### src/rtl/fcmp_pkg.sv
package fcmp_pkg;

    localparam int HALF_W   = 32;
    localparam int DBL_W    = 2 * HALF_W;
    localparam int SP_EXP_W = 8;
    localparam int SP_MAN_W = 23;
    localparam int DP_EXP_W = 11;
    localparam int DP_MAN_W = 52;
    localparam int MAG_W    = DP_EXP_W + DP_MAN_W;

    // Sign-magnitude key shared by both precisions
    typedef struct packed {
        logic             sign;
        logic [MAG_W-1:0] mag;
        logic             nan;
        logic             snan;
    } fp_key_t;

    typedef enum logic [1:0] {
        REL_EQ = 2'd0,
        REL_LT = 2'd1,
        REL_GT = 2'd2,
        REL_UN = 2'd3
    } rel_t;

    typedef struct packed {
        logic n;
        logic z;
        logic c;
        logic v;
    } nzcv_t;

    function automatic nzcv_t rel_to_nzcv(input rel_t r);
        nzcv_t f;
        case (r)
            REL_EQ:  f = '{n: 1'b0, z: 1'b1, c: 1'b1, v: 1'b0};
            REL_LT:  f = '{n: 1'b1, z: 1'b0, c: 1'b0, v: 1'b0};
            REL_GT:  f = '{n: 1'b0, z: 1'b0, c: 1'b1, v: 1'b0};
            default: f = '{n: 1'b0, z: 1'b0, c: 1'b1, v: 1'b1};
        endcase
        return f;
    endfunction

endpackage

### src/rtl/fcmp_field_decode.sv
module fcmp_field_decode
    import fcmp_pkg::*;
#(
    parameter int EXP_W = 8,
    parameter int MAN_W = 23
) (
    input  logic [EXP_W+MAN_W:0] word,
    input  logic                 ftz_en,
    output fp_key_t              key
);
    localparam int W = 1 + EXP_W + MAN_W;

    logic [EXP_W-1:0] expo;
    logic [MAN_W-1:0] frac;
    logic             exp_ones, exp_zero, frac_nz, flush;

    always_comb begin
        expo     = word[W-2 -: EXP_W];
        frac     = word[MAN_W-1:0];
        exp_ones = &expo;
        exp_zero = ~|expo;
        frac_nz  = |frac;
        flush    = ftz_en & exp_zero & frac_nz;

        key      = '0;
        key.sign = word[W-1];
        key.nan  = exp_ones & frac_nz;
        key.snan = exp_ones & frac_nz & ~frac[MAN_W-1]; // quiet bit clear
        if (!flush)
            key.mag[EXP_W+MAN_W-1:0] = {expo, frac};
    end
endmodule

### src/rtl/fcmp_operand.sv
module fcmp_operand
    import fcmp_pkg::*;
(
    input  logic              dbl_sel,
    input  logic              ftz_en,
    input  logic              use_zero,
    input  logic [HALF_W-1:0] lo,
    input  logic [HALF_W-1:0] hi,
    output fp_key_t           key
);
    fp_key_t sp_key, dp_key;

    // low half sits in bits 31:0 of the double word
    fcmp_field_decode #(.EXP_W(SP_EXP_W), .MAN_W(SP_MAN_W)) u_sp (
        .word(lo), .ftz_en(ftz_en), .key(sp_key)
    );
    fcmp_field_decode #(.EXP_W(DP_EXP_W), .MAN_W(DP_MAN_W)) u_dp (
        .word({hi, lo}), .ftz_en(ftz_en), .key(dp_key)
    );

    always_comb begin
        if (use_zero)      key = '0;      // +0 constant
        else if (dbl_sel)  key = dp_key;
        else               key = sp_key;
    end
endmodule

### src/rtl/fcmp_relate.sv
module fcmp_relate
    import fcmp_pkg::*;
(
    input  fp_key_t ka,
    input  fp_key_t kb,
    output rel_t    rel
);
    logic both_zero, mag_eq, mag_lt;

    always_comb begin
        both_zero = ~|ka.mag & ~|kb.mag;
        mag_eq    = ka.mag == kb.mag;
        mag_lt    = ka.mag <  kb.mag;

        if (ka.nan | kb.nan)
            rel = REL_UN;
        else if (both_zero)
            rel = REL_EQ;                         // signed zeros
        else if (ka.sign != kb.sign)
            rel = ka.sign ? REL_LT : REL_GT;
        else if (mag_eq)
            rel = REL_EQ;
        else if (ka.sign)
            rel = mag_lt ? REL_GT : REL_LT;       // negative ordering
        else
            rel = mag_lt ? REL_LT : REL_GT;
    end
endmodule

### src/rtl/fcmp_flag_unit.sv
module fcmp_flag_unit
    import fcmp_pkg::*;
(
    input  logic        clk,
    input  logic        rst,
    input  logic        in_valid,
    input  logic        dbl_sel,
    input  logic        zero_sel,
    input  logic        sig_sel,
    input  logic        ftz_en,
    input  logic [31:0] opa_lo,
    input  logic [31:0] opa_hi,
    input  logic [31:0] opb_lo,
    input  logic [31:0] opb_hi,
    output logic        flag_n,
    output logic        flag_z,
    output logic        flag_c,
    output logic        flag_v,
    output logic        inv_op,
    output logic        out_valid
);
    localparam int NUM_OPS = 2;

    logic [HALF_W-1:0] lo_w   [NUM_OPS];
    logic [HALF_W-1:0] hi_w   [NUM_OPS];
    logic              zero_w [NUM_OPS];
    fp_key_t           key    [NUM_OPS];

    assign lo_w[0] = opa_lo;  assign hi_w[0] = opa_hi;  assign zero_w[0] = 1'b0;
    assign lo_w[1] = opb_lo;  assign hi_w[1] = opb_hi;  assign zero_w[1] = zero_sel;

    for (genvar i = 0; i < NUM_OPS; i++) begin : g_op
        fcmp_operand u_op (
            .dbl_sel (dbl_sel),
            .ftz_en  (ftz_en),
            .use_zero(zero_w[i]),
            .lo      (lo_w[i]),
            .hi      (hi_w[i]),
            .key     (key[i])
        );
    end

    rel_t  rel;
    logic  inv_evt;
    nzcv_t flags_q;
    logic  inv_q, valid_q;

    fcmp_relate u_rel (.ka(key[0]), .kb(key[1]), .rel(rel));


    assign inv_evt = (rel == REL_UN) & (sig_sel | key[0].snan | key[1].snan);

    always_ff @(posedge clk) begin
        if (rst) begin
            flags_q <= '0;
            inv_q   <= 1'b0;
            valid_q <= 1'b0;
        end else begin
            valid_q <= in_valid;
            if (in_valid) begin
                flags_q <= rel_to_nzcv(rel);
                if (inv_evt) inv_q <= 1'b1;
            end
        end
    end

    assign flag_n    = flags_q.n;
    assign flag_z    = flags_q.z;
    assign flag_c    = flags_q.c;
    assign flag_v    = flags_q.v;
    assign inv_op    = inv_q;
    assign out_valid = valid_q;


    valid_follow_chk: assert property (@(posedge clk) disable iff (rst)
        in_valid |=> out_valid);


    flags_hold_chk: assert property (@(posedge clk) disable iff (rst)
        !in_valid |=> (!out_valid && $stable({flag_n, flag_z, flag_c, flag_v})));


    inv_sticky_chk: assert property (@(posedge clk) disable iff (rst)
        inv_op |=> inv_op);


    flags_legal_chk: assert property (@(posedge clk) disable iff (rst)
        out_valid |-> ({flag_n, flag_z, flag_c, flag_v} inside
                       {4'b0110, 4'b1000, 4'b0010, 4'b0011}));


    sig_unord_inv_chk: assert property (@(posedge clk) disable iff (rst)
        (in_valid && sig_sel) |=> (!flag_v || inv_op));
endmodule

### config.mk
export PLATFORM = sky130hd
export DESIGN_NAME = fcmp_flag_unit
export DESIGN_NICKNAME = d
export VERILOG_FILES = /design/src/rtl/fcmp_pkg.sv /design/src/rtl/fcmp_field_decode.sv /design/src/rtl/fcmp_operand.sv /design/src/rtl/fcmp_relate.sv /design/src/rtl/fcmp_flag_unit.sv
export SDC_FILE = /design/constraint.sdc
export NUM_CORES = 1
export LEC_CHECK = 0
export ABC_AREA = 1
export ABC_CLOCK_PERIOD_IN_PS = 3000
export BUFFER_PORTS_ARGS = -buffer_cell sky130_fd_sc_hd__buf_2
export CORE_ASPECT_RATIO = 0.9
export CORE_MARGIN = 3
export CORE_UTILIZATION = 49
export CTS_BUF_LIST = sky130_fd_sc_hd__clkbuf_8 sky130_fd_sc_hd__clkbuf_16
export DETAILED_ROUTE_END_ITERATION = 12
export GPL_ROUTABILITY_DRIVEN = 0
export PLACE_DENSITY = 0.9
export SYNTH_ARGS = -nofsm -noshare
export SYNTH_HDL_FRONTEND = slang
export SYNTH_SLANG_ARGS = --single-unit
### constraint.sdc
create_clock -name clk -period 3 [get_ports clk]
set_input_delay 0.15 -clock clk [delete_from_list [all_inputs] [get_ports clk]]
set_output_delay 0.15 -clock clk [all_outputs]
set_load 0.02 [all_outputs]
Word-level counts from Yosys, hierarchy flattened
Index checks and enable logic that the tools add are counted.
- magnitude comparators: 1
- equal/unequal tests: 5
- muxes and demuxes: 16
- bitwise operators: 25
- reductions and logical operators: 22
- operator list (kind ; number):
    two-way mux 66 bit ; 3
    two-way mux 63 bit ; 2
    OR reduction 63 bit ; 2
    OR reduction 52 bit ; 2
    equality test 63 bit ; 1
    < comparator 63 bit ; 1
    two-way mux 31 bit ; 2
    OR reduction 23 bit ; 2
    AND reduction 11 bit ; 2
    OR reduction 11 bit ; 2
    bitwise AND 1 bit ; 18
    two-way mux 2 bit ; 8
    AND reduction 8 bit ; 2
    OR reduction 8 bit ; 2
    case mux 4 bit (3 select lines) ; 1
    logical NOT 1 bit ; 6
    equality test 2 bit, second input constant ; 2
    NOT 1 bit ; 4
    bitwise OR 1 bit ; 3
    equality test 2 x 1 -> 1 bit, second input constant ; 1
    logical NOT 2 bit ; 1
    AND reduction 2 bit ; 1
    inequality test 1 bit ; 1
- flip-flop bits (word level): 6
- input port bits: 135
- word-level logic and storage cells: 75

Longest topological paths before layout
Gate-level depths: netlist of run 1.
- depth in word-level cells: 17
- depth in mapped cells: 30
- mapped depth without buffers: 28

By module
Synthesis of run 1 repeated with hierarchy kept, for this count alone.
- cell total of the unflattened synthesis: 1751
- area, all modules: 8655.8 µm²
- by module, submodules not included (module ; instances ; cells each ; area an instance (µm²) ; seq. area each (µm²)):
    fcmp_operand ; 2 ; 353 ; 1386.3 ; 0.0
    fcmp_relate ; 1 ; 372 ; 2162.1 ; 0.0
    fcmp_field_decode at g_op[0].u_op.u_dp ... ; 2 ; 194 ; 970.9 ; 0.0
    fcmp_field_decode at g_op[0].u_op.u_sp ... ; 2 ; 127 ; 773.2 ; 0.0
    fcmp_flag_unit ; 1 ; 31 ; 232.7 ; 120.1

Worst setup path after synthesis of run 1
No wires, ideal clock.
- path kind: input to register
- from: input opa_lo[24]
- to: register flags_q, in the netlist flag_c
- library setup time: 114 ps
- arrival time: 2814 ps
- data required time: 2886 ps
- setup slack: 72 ps
- stages: 26
- buffers on the path: 3
- cells stage by stage: or2_4 nor2_1 nand2_1 nor2_1 nand2_1 nand3_1 buf_4 buf_6 clkbuf_1 nand2_1 inv_1 ha_1 a21oi_1 nor2_1 nor2_1 nand3_1 a21oi_1 nand2_1 nand2_1 nand2_1 nand2_1 nand2_1 o21bai_1 nand4_1 nand2_1 a21oi_2
- cells in the longest elaborated chain, start to end: 15
- elaborated cells between the ends (all ways): 29
- classes of those cells: 1 x order compare; 3 x eq/ne; 11 x mux; 7 x bitwise; 7 x reduce/logical
- ends and longest elaborated chain (what ; line ; RTL):
    from (decl) ; fcmp_flag_unit.sv:11 ; input logic [31:0] opa_lo,
    OR reduction 8 bit ; fcmp_field_decode.sv:21 ; exp_zero = ~|expo;
    logical NOT 1 bit ; fcmp_field_decode.sv:21 ;
    bitwise AND 1 bit (2 in series) ; fcmp_field_decode.sv:23 ; flush = ftz_en & exp_zero & frac_nz;
    two-way mux 31 bit ; fcmp_field_decode.sv:29 ; if (!flush)
    two-way mux 66 bit * ; fcmp_operand.sv:23 ; else if (dbl_sel) key = dp_key;
    < comparator 63 bit ; fcmp_relate.sv:13 ; mag_lt = ka.mag < kb.mag;
    two-way mux 2 bit (on tied branches) ; fcmp_relate.sv:26, fcmp_relate.sv:24 ;
    two-way mux 2 bit ; fcmp_relate.sv:23 ; else if (ka.sign)
    two-way mux 2 bit ; fcmp_relate.sv:21 ; else if (mag_eq)
    two-way mux 2 bit ; fcmp_relate.sv:19 ; else if (ka.sign != kb.sign)
    two-way mux 2 bit ; fcmp_relate.sv:17 ; else if (both_zero)
    two-way mux 2 bit * ; fcmp_relate.sv:15 ; if (ka.nan | kb.nan)
    equality test 2 bit (tied with other cells) ; fcmp_pkg.sv:35 ; case (r)
    case mux 4 bit (3 select lines) * ; fcmp_pkg.sv:35 ;
    to (signal assigned) ; fcmp_flag_unit.sv:61 ; flags_q <= rel_to_nzcv(rel);
    to (decl) ; fcmp_flag_unit.sv:45 ; nzcv_t flags_q;
Mark *: on every way between the ends. The rest lies on a longest branch, timed or not.
A chain may end at the register's enable or synchronous reset.

Final worst setup path of run 1
Ends and elaborated chain as after synthesis.

==> qor.yml, run 1 <==
status: "finished, violations left"
violations: "design-rule violations, negative setup slack"
power.total_mw: 1.068
clockBufferDepth: 2
grt_overflow_total: 0
dieWidth_um: 106.4
antenna_left: 0
drc: 1
die_h_um: 96.40
timing.final.max_slew_violations: 0
slew-limit-headroom_pct: 66.37
port_buffers: 140
fin_util_pct: 75.84
grt_pass1_wl_um: 24810
post-dp-hpwl_um: 13200
antenna_found_initial: 0
r2r_slack_ns: 2.33
synth_warnings: 0
h-tree-depth: 1
cp-end-kind: "flop"
viasPerCell: 6.320
final_cells: 1229
io_pins: 141
reg2regPathDepth: 2
r2r_start: "flag_n"
hp-class: "primary input to flop"
placedCellCount: 1203
synth_top_flop_cell: "dfxtp_1"
grt_max_degree: 40
cts.sink_count: 6
cts_tree: "built"
placementRows: 32
cellPowerDensity_nw_per_um2: 162.1
critPathMaxFanout: 19
worst_slew_pin_slew_ns: 0.4998
fin_nets: 1310
clk_pin_slew_ns: 0.04
ys_types: 39
worst_r2r_endpoint: "flag_n"
async_flop_share_pct: 0
power_leakage_nw: 3.755
synth_nets: 1104
critPathLaunchType: "primary input"
layout_setup_ws_ns: -0.4117
start_util_pct: 51.21
ys_ff_latch: 6
dr_total_vias: 7767
final.min_clock_period_ns: 3.412
min_period_over_period_pct: 113.7
skew_ns: 0
syn_avg_cell_area_um2: 4.911
critPathLaunch: "opa_lo[24]"
grt_usage_pct: 28.95
drt_first_pass_iters: 13
endpoint: "flag_c"
core_um2: 8688
areaGrowthSynthToFinish_pct: 48.09
critPathRequiredTime_ns: 3.12
grt_pass1_vias: 5689
hold_viol: 0
fin_tns_setup_ns: -1.118
drtIter0Drc: 1420
n_antenna_cell: 0
rsz0062_at_grt: "true"
netlist_area_um2: 4449
setup_viol: 3
numCtsBuffers: 3
cp.arrival_ns: 3.53
clock.fmax_ghz: 0.2931
maxCapViolations: 0
wl_per_cell_um: 19.11
drive_above_1_share_pct: 32.07
wirelength_um: 23490
die-area_um2: 10260
ys_seq_area_share_pct: 2.700
ir_drop_mv: 0.1867
synth-edff-count: 0
synth_cells: 906
clock_latency_ns: 0.22
worstSetupPathType: "primary input to flop"
cts_root_buffer: "clkbuf_8"
-- sequential cells by signal, summed over array words and instances, names as in the netlist --
name	count
flag_n	1
flag_v	1
inv_op	1
flag_z	1
flag_c	1
out_valid	1
-- worst min-delay path by stage --
stage / to / start / cells after the start / slack (ns)
CTS: flag_c / rst / 2 / 0.14
floorplan: flag_c / rst / 1 / 0.21
detailed placement: flag_c / rst / 2 / 0.37
finish: flag_c / rst / 2 / 0.15
global placement: flag_c / rst / 2 / 0.37
global route: flag_c / rst / 2 / 0.15
-- repair_timing --
action | in CTS | in global routing
hold buffers | 0 | 0
resized for setup | 0 | 144
setup endpoints to repair | 0 | 3
buffers inserted | 0 | 15
-- per-layer routing --
layer | up-vias | GRT usage (%) | wire length, um
met3 | 350 | 2.924 | 3997
met5 | - | 0 | 0
met1 | 3282 | 39.08 | 7529
met2 | 902 | 48.89 | 9432
met4 | 0 | 9.372 | 2530
li1 | 3233 | - | -
-- power breakdown --
part           switching [mW]  internal, mW
registers             0.00236        0.0857
logic                   0.516         0.340
clock network          0.0370        0.0864
-- worst max-delay path: stages --
cell      delay, ns
buf_2          0.11
or2_4          0.27
nor2_1         0.17
nand2_1        0.11
nor2_1         0.16
nand2_2        0.13
nand3_4        0.14
buf_12         0.19
nand3_1        0.11
inv_1          0.12
ha_4           0.22
a21oi_1        0.19
o21ai_1        0.11
nand2_1        0.09
nand2_1        0.08
nand2_1        0.11
nand2_2        0.08
nand2_1        0.08
nand2_1        0.07
nand2_2        0.09
nand2_1        0.06
nand2_1        0.07
nand2_1        0.08
o21bai_1       0.21
nand4_1        0.16
nand2_1        0.12
a21oi_2        0.05
-- kinds of logic after synthesis --
kind of cell               count (synthesis)  share of synthesized area (%)
AOI/OAI and AO/OA                         99                          12.35
DFF                                        6                          2.700
and+or+nand+nor                          551                          50.62
buffers and inverters                    187                          16.62
adders and majority gates                 63                          17.72
-- layout make-up --
| cell class | count | area, um^2 |
|---|---|---|
| fill | 569 | 2100 |
| clock buffer | 3 | 41.29 |
| timing repair buffer | 224 | 1468 |
| timing repair inverter | 1 | 6.256 |
| tap | 119 | 148.9 |
| sequential | 6 | 120.1 |
| multi-input combinational | 713 | 4177 |
| inverter | 163 | 628.1 |
-- through the flow --
step | setup slack, ns | area, um^2 | hold WS [ns]
finish | -0.4117 | 6589 | 0.1504
detailed placement | -0.1876 | 5667 | 0.3733
global route | -0.5384 | 6589 | 0.1546
CTS | 0.02567 | 5708 | 0.1404
floorplan | 0.07249 | 4449 | 0.2124
global placement | -0.07866 | 5667 | 0.3731
-- placed cells by master (no fill, tap or decap), types with 6 or more instances in the layout --
master	count
a21boi_0	6
a21oi_1	31
a21oi_2	20
buf_2	140
buf_4	68
buf_6	9
dfxtp_1	6
ha_1	45
ha_4	18
inv_1	154
inv_2	6
nand2_1	256
nand2_2	22
nand2_4	6
nand3_1	35
nand3_2	7
nand4_1	16
nor2_1	150
nor2_2	26
nor3_1	9
o21ai_0	22
o21ai_1	8
-- synthesized netlist by cell type (2+ instances only) --
cell | number | share of area [%]
nand4_1 | 16 | 2.2
o211ai_1 | 2 | 0.34
a21boi_0 | 6 | 1.0
nor3_1 | 13 | 1.5
a21oi_1 | 51 | 5.7
dfxtp_1 | 6 | 2.7
o21ai_0 | 29 | 3.3
nor2_1 | 178 | 15
nand3_1 | 44 | 4.9
buf_4 | 4 | 0.67
ha_1 | 63 | 18
clkbuf_1 | 7 | 0.59
o41ai_1 | 3 | 0.59
nand2_1 | 282 | 24
inv_2 | 3 | 0.25
nor2_2 | 2 | 0.28
buf_2 | 8 | 0.90
buf_1 | 4 | 0.34
o21a_1 | 2 | 0.34
o21ai_2 | 2 | 0.39
nor4_1 | 6 | 0.84
inv_1 | 158 | 13
Note: power is estimated with default switching activity, not from simulation.
==> inputs of run 2 (changes only) <==
- RECOVER_POWER: unset -> 100
==> qor.yml, run 2 (synthesis results as in run 1) <==
antenna_found_initial: 0
timing.final.max_slew_violations: 0
die-area_um2: 10260
clock.fmax_ghz: 0.2872
hp-class: "primary input to flop"
port_buffers: 140
cp-end-kind: "flop"
cellPowerDensity_nw_per_um2: 162.5
critPathLaunchType: "primary input"
start_util_pct: 51.21
ir_drop_mv: 0.1866
placementRows: 32
fin_nets: 1310
post-dp-hpwl_um: 13200
cts_root_buffer: "clkbuf_8"
drt_first_pass_iters: 13
worstSetupPathType: "primary input to flop"
critPathRequiredTime_ns: 3.12
cts.sink_count: 6
power.total_mw: 1.069
n_antenna_cell: 0
maxCapViolations: 0
slew-limit-headroom_pct: 65.89
drc: 37
final-seq-area_um2: 120.1
grt_pass1_wl_um: 24810
h-tree-depth: 1
core_um2: 8688
power_leakage_nw: 3.732
clock_latency_ns: 0.22
multi_input_area_um2: 4177
drtIter0Drc: 1481
final_cells: 1229
clk_pin_slew_ns: 0.04
dieWidth_um: 106.4
critPathMaxFanout: 5
placedCellCount: 1203
areaGrowthSynthToFinish_pct: 47.92
placed_area_um2: 5667
grt_overflow_total: 0
mostFrequentLayoutCell: "nand2_1"
numCtsBuffers: 3
cts_tree: "built"
final_cell_mix: "256 x nand2_1, 154 x inv_1, 150 x nor2_1"
viasPerCell: 6.340
final.min_clock_period_ns: 3.482
setup_viol: 3
layout_setup_ws_ns: -0.4821
wl_per_cell_um: 19.21
status: "finished, violations left"
grt_pass1_vias: 5689
drive_above_1_share_pct: 31.53
io_pins: 141
clockBufferDepth: 2
cp.arrival_ns: 3.60
skew_ns: 0
dr_total_vias: 7792
hold_viol: 0
violations: "design-rule violations, negative setup slack"
fin_util_pct: 75.75
grt_usage_pct: 28.95
wirelength_um: 23610
grt_max_degree: 40
min_period_over_period_pct: 116.1
antenna_left: 0
die_h_um: 96.40
worst_slew_pin_slew_ns: 0.5070
rsz0062_at_grt: "true"
stdcell_area_um2: 6581
fill_cells: 572
-- run 2: cell count changes in the layout (fill, tap and decap cells not counted), sizes merged --
cell,delta
clkbuf,+6
buf,-6
-- run 2: metrics by stage --
| stage | setup TNS, ns | setup slack (ns) | hold slack [ns] |
|---|---|---|---|
| after floorplan | 0 | 0.07249 | 0.2124 |
| after global placement | -0.1476 | -0.07866 | 0.3731 |
| after detailed placement | -0.4492 | -0.1876 | 0.3733 |
| after CTS | 0 | 0.02567 | 0.1404 |
| after global routing | -1.528 | -0.5384 | 0.1546 |
| final | -1.342 | -0.4821 | 0.1499 |
-- run 2: worst max-delay path, stage by stage --
cell and delay, ns:
buf_2 0.12, nor2_1 0.19, nand2_1 0.11, nor2_2 0.17
nand3_2 0.19, buf_4 0.20, a21boi_0 0.30, nand2_1 0.24
inv_1 0.17, ha_4 0.22, nand2_2 0.09, nor2_1 0.07
nor2_1 0.15, nand3_1 0.10, a21oi_1 0.13, nand2_1 0.09
nand2_2 0.09, nand2_1 0.06, nand2_1 0.07, nand2_1 0.08
o21bai_1 0.25, nand4_1 0.18, nand2_1 0.13, a21oi_2 0.05
-- run 2: power breakdown --
part	internal, mW	switching, mW	leakage (nW)
combinational	0.339	0.519	3.66
sequential	0.0857	0.00264	0.0495
clock	0.0864	0.0369	0.0216
total	0.511	0.559	3.73
-- run 2: final timing paths --
check        startpoint      to  slack [ns]  cells after the start
max          opa_lo[20]  flag_c       -0.48                     24
min                 rst  flag_c        0.15                      2
max reg2reg      flag_n  flag_n        2.33                      2
min reg2reg      inv_op  inv_op        0.45                      2
-- run 2: cell type report --
cell class | count | area share [%]
clock buffers | 3 | 0.6274
inverters | 163 | 9.544
multi-input cells | 713 | 63.46
flip-flops and latches | 6 | 1.825
well taps | 119 | 2.262
repair buffers | 224 | 22.19
repair inverters | 1 | 0.09506
-- run 2: timing repair --
action | in CTS | in global routing
gates resized for setup | 0 | 144
hold buffers | 0 | 0
endpoints found under the setup margin | 0 | 3
hold endpoints to repair | 0 | 0
buffers inserted | 0 | 15
-- run 2: per-layer routing --
layer  wire length, um  up-vias  GRT usage [%]
met4              2464        0          9.372
met1              7612     3301          39.08
met2              9512      915          48.89
met3              4019      339          2.924
li1                  -     3237              -
met5                 0        -              0
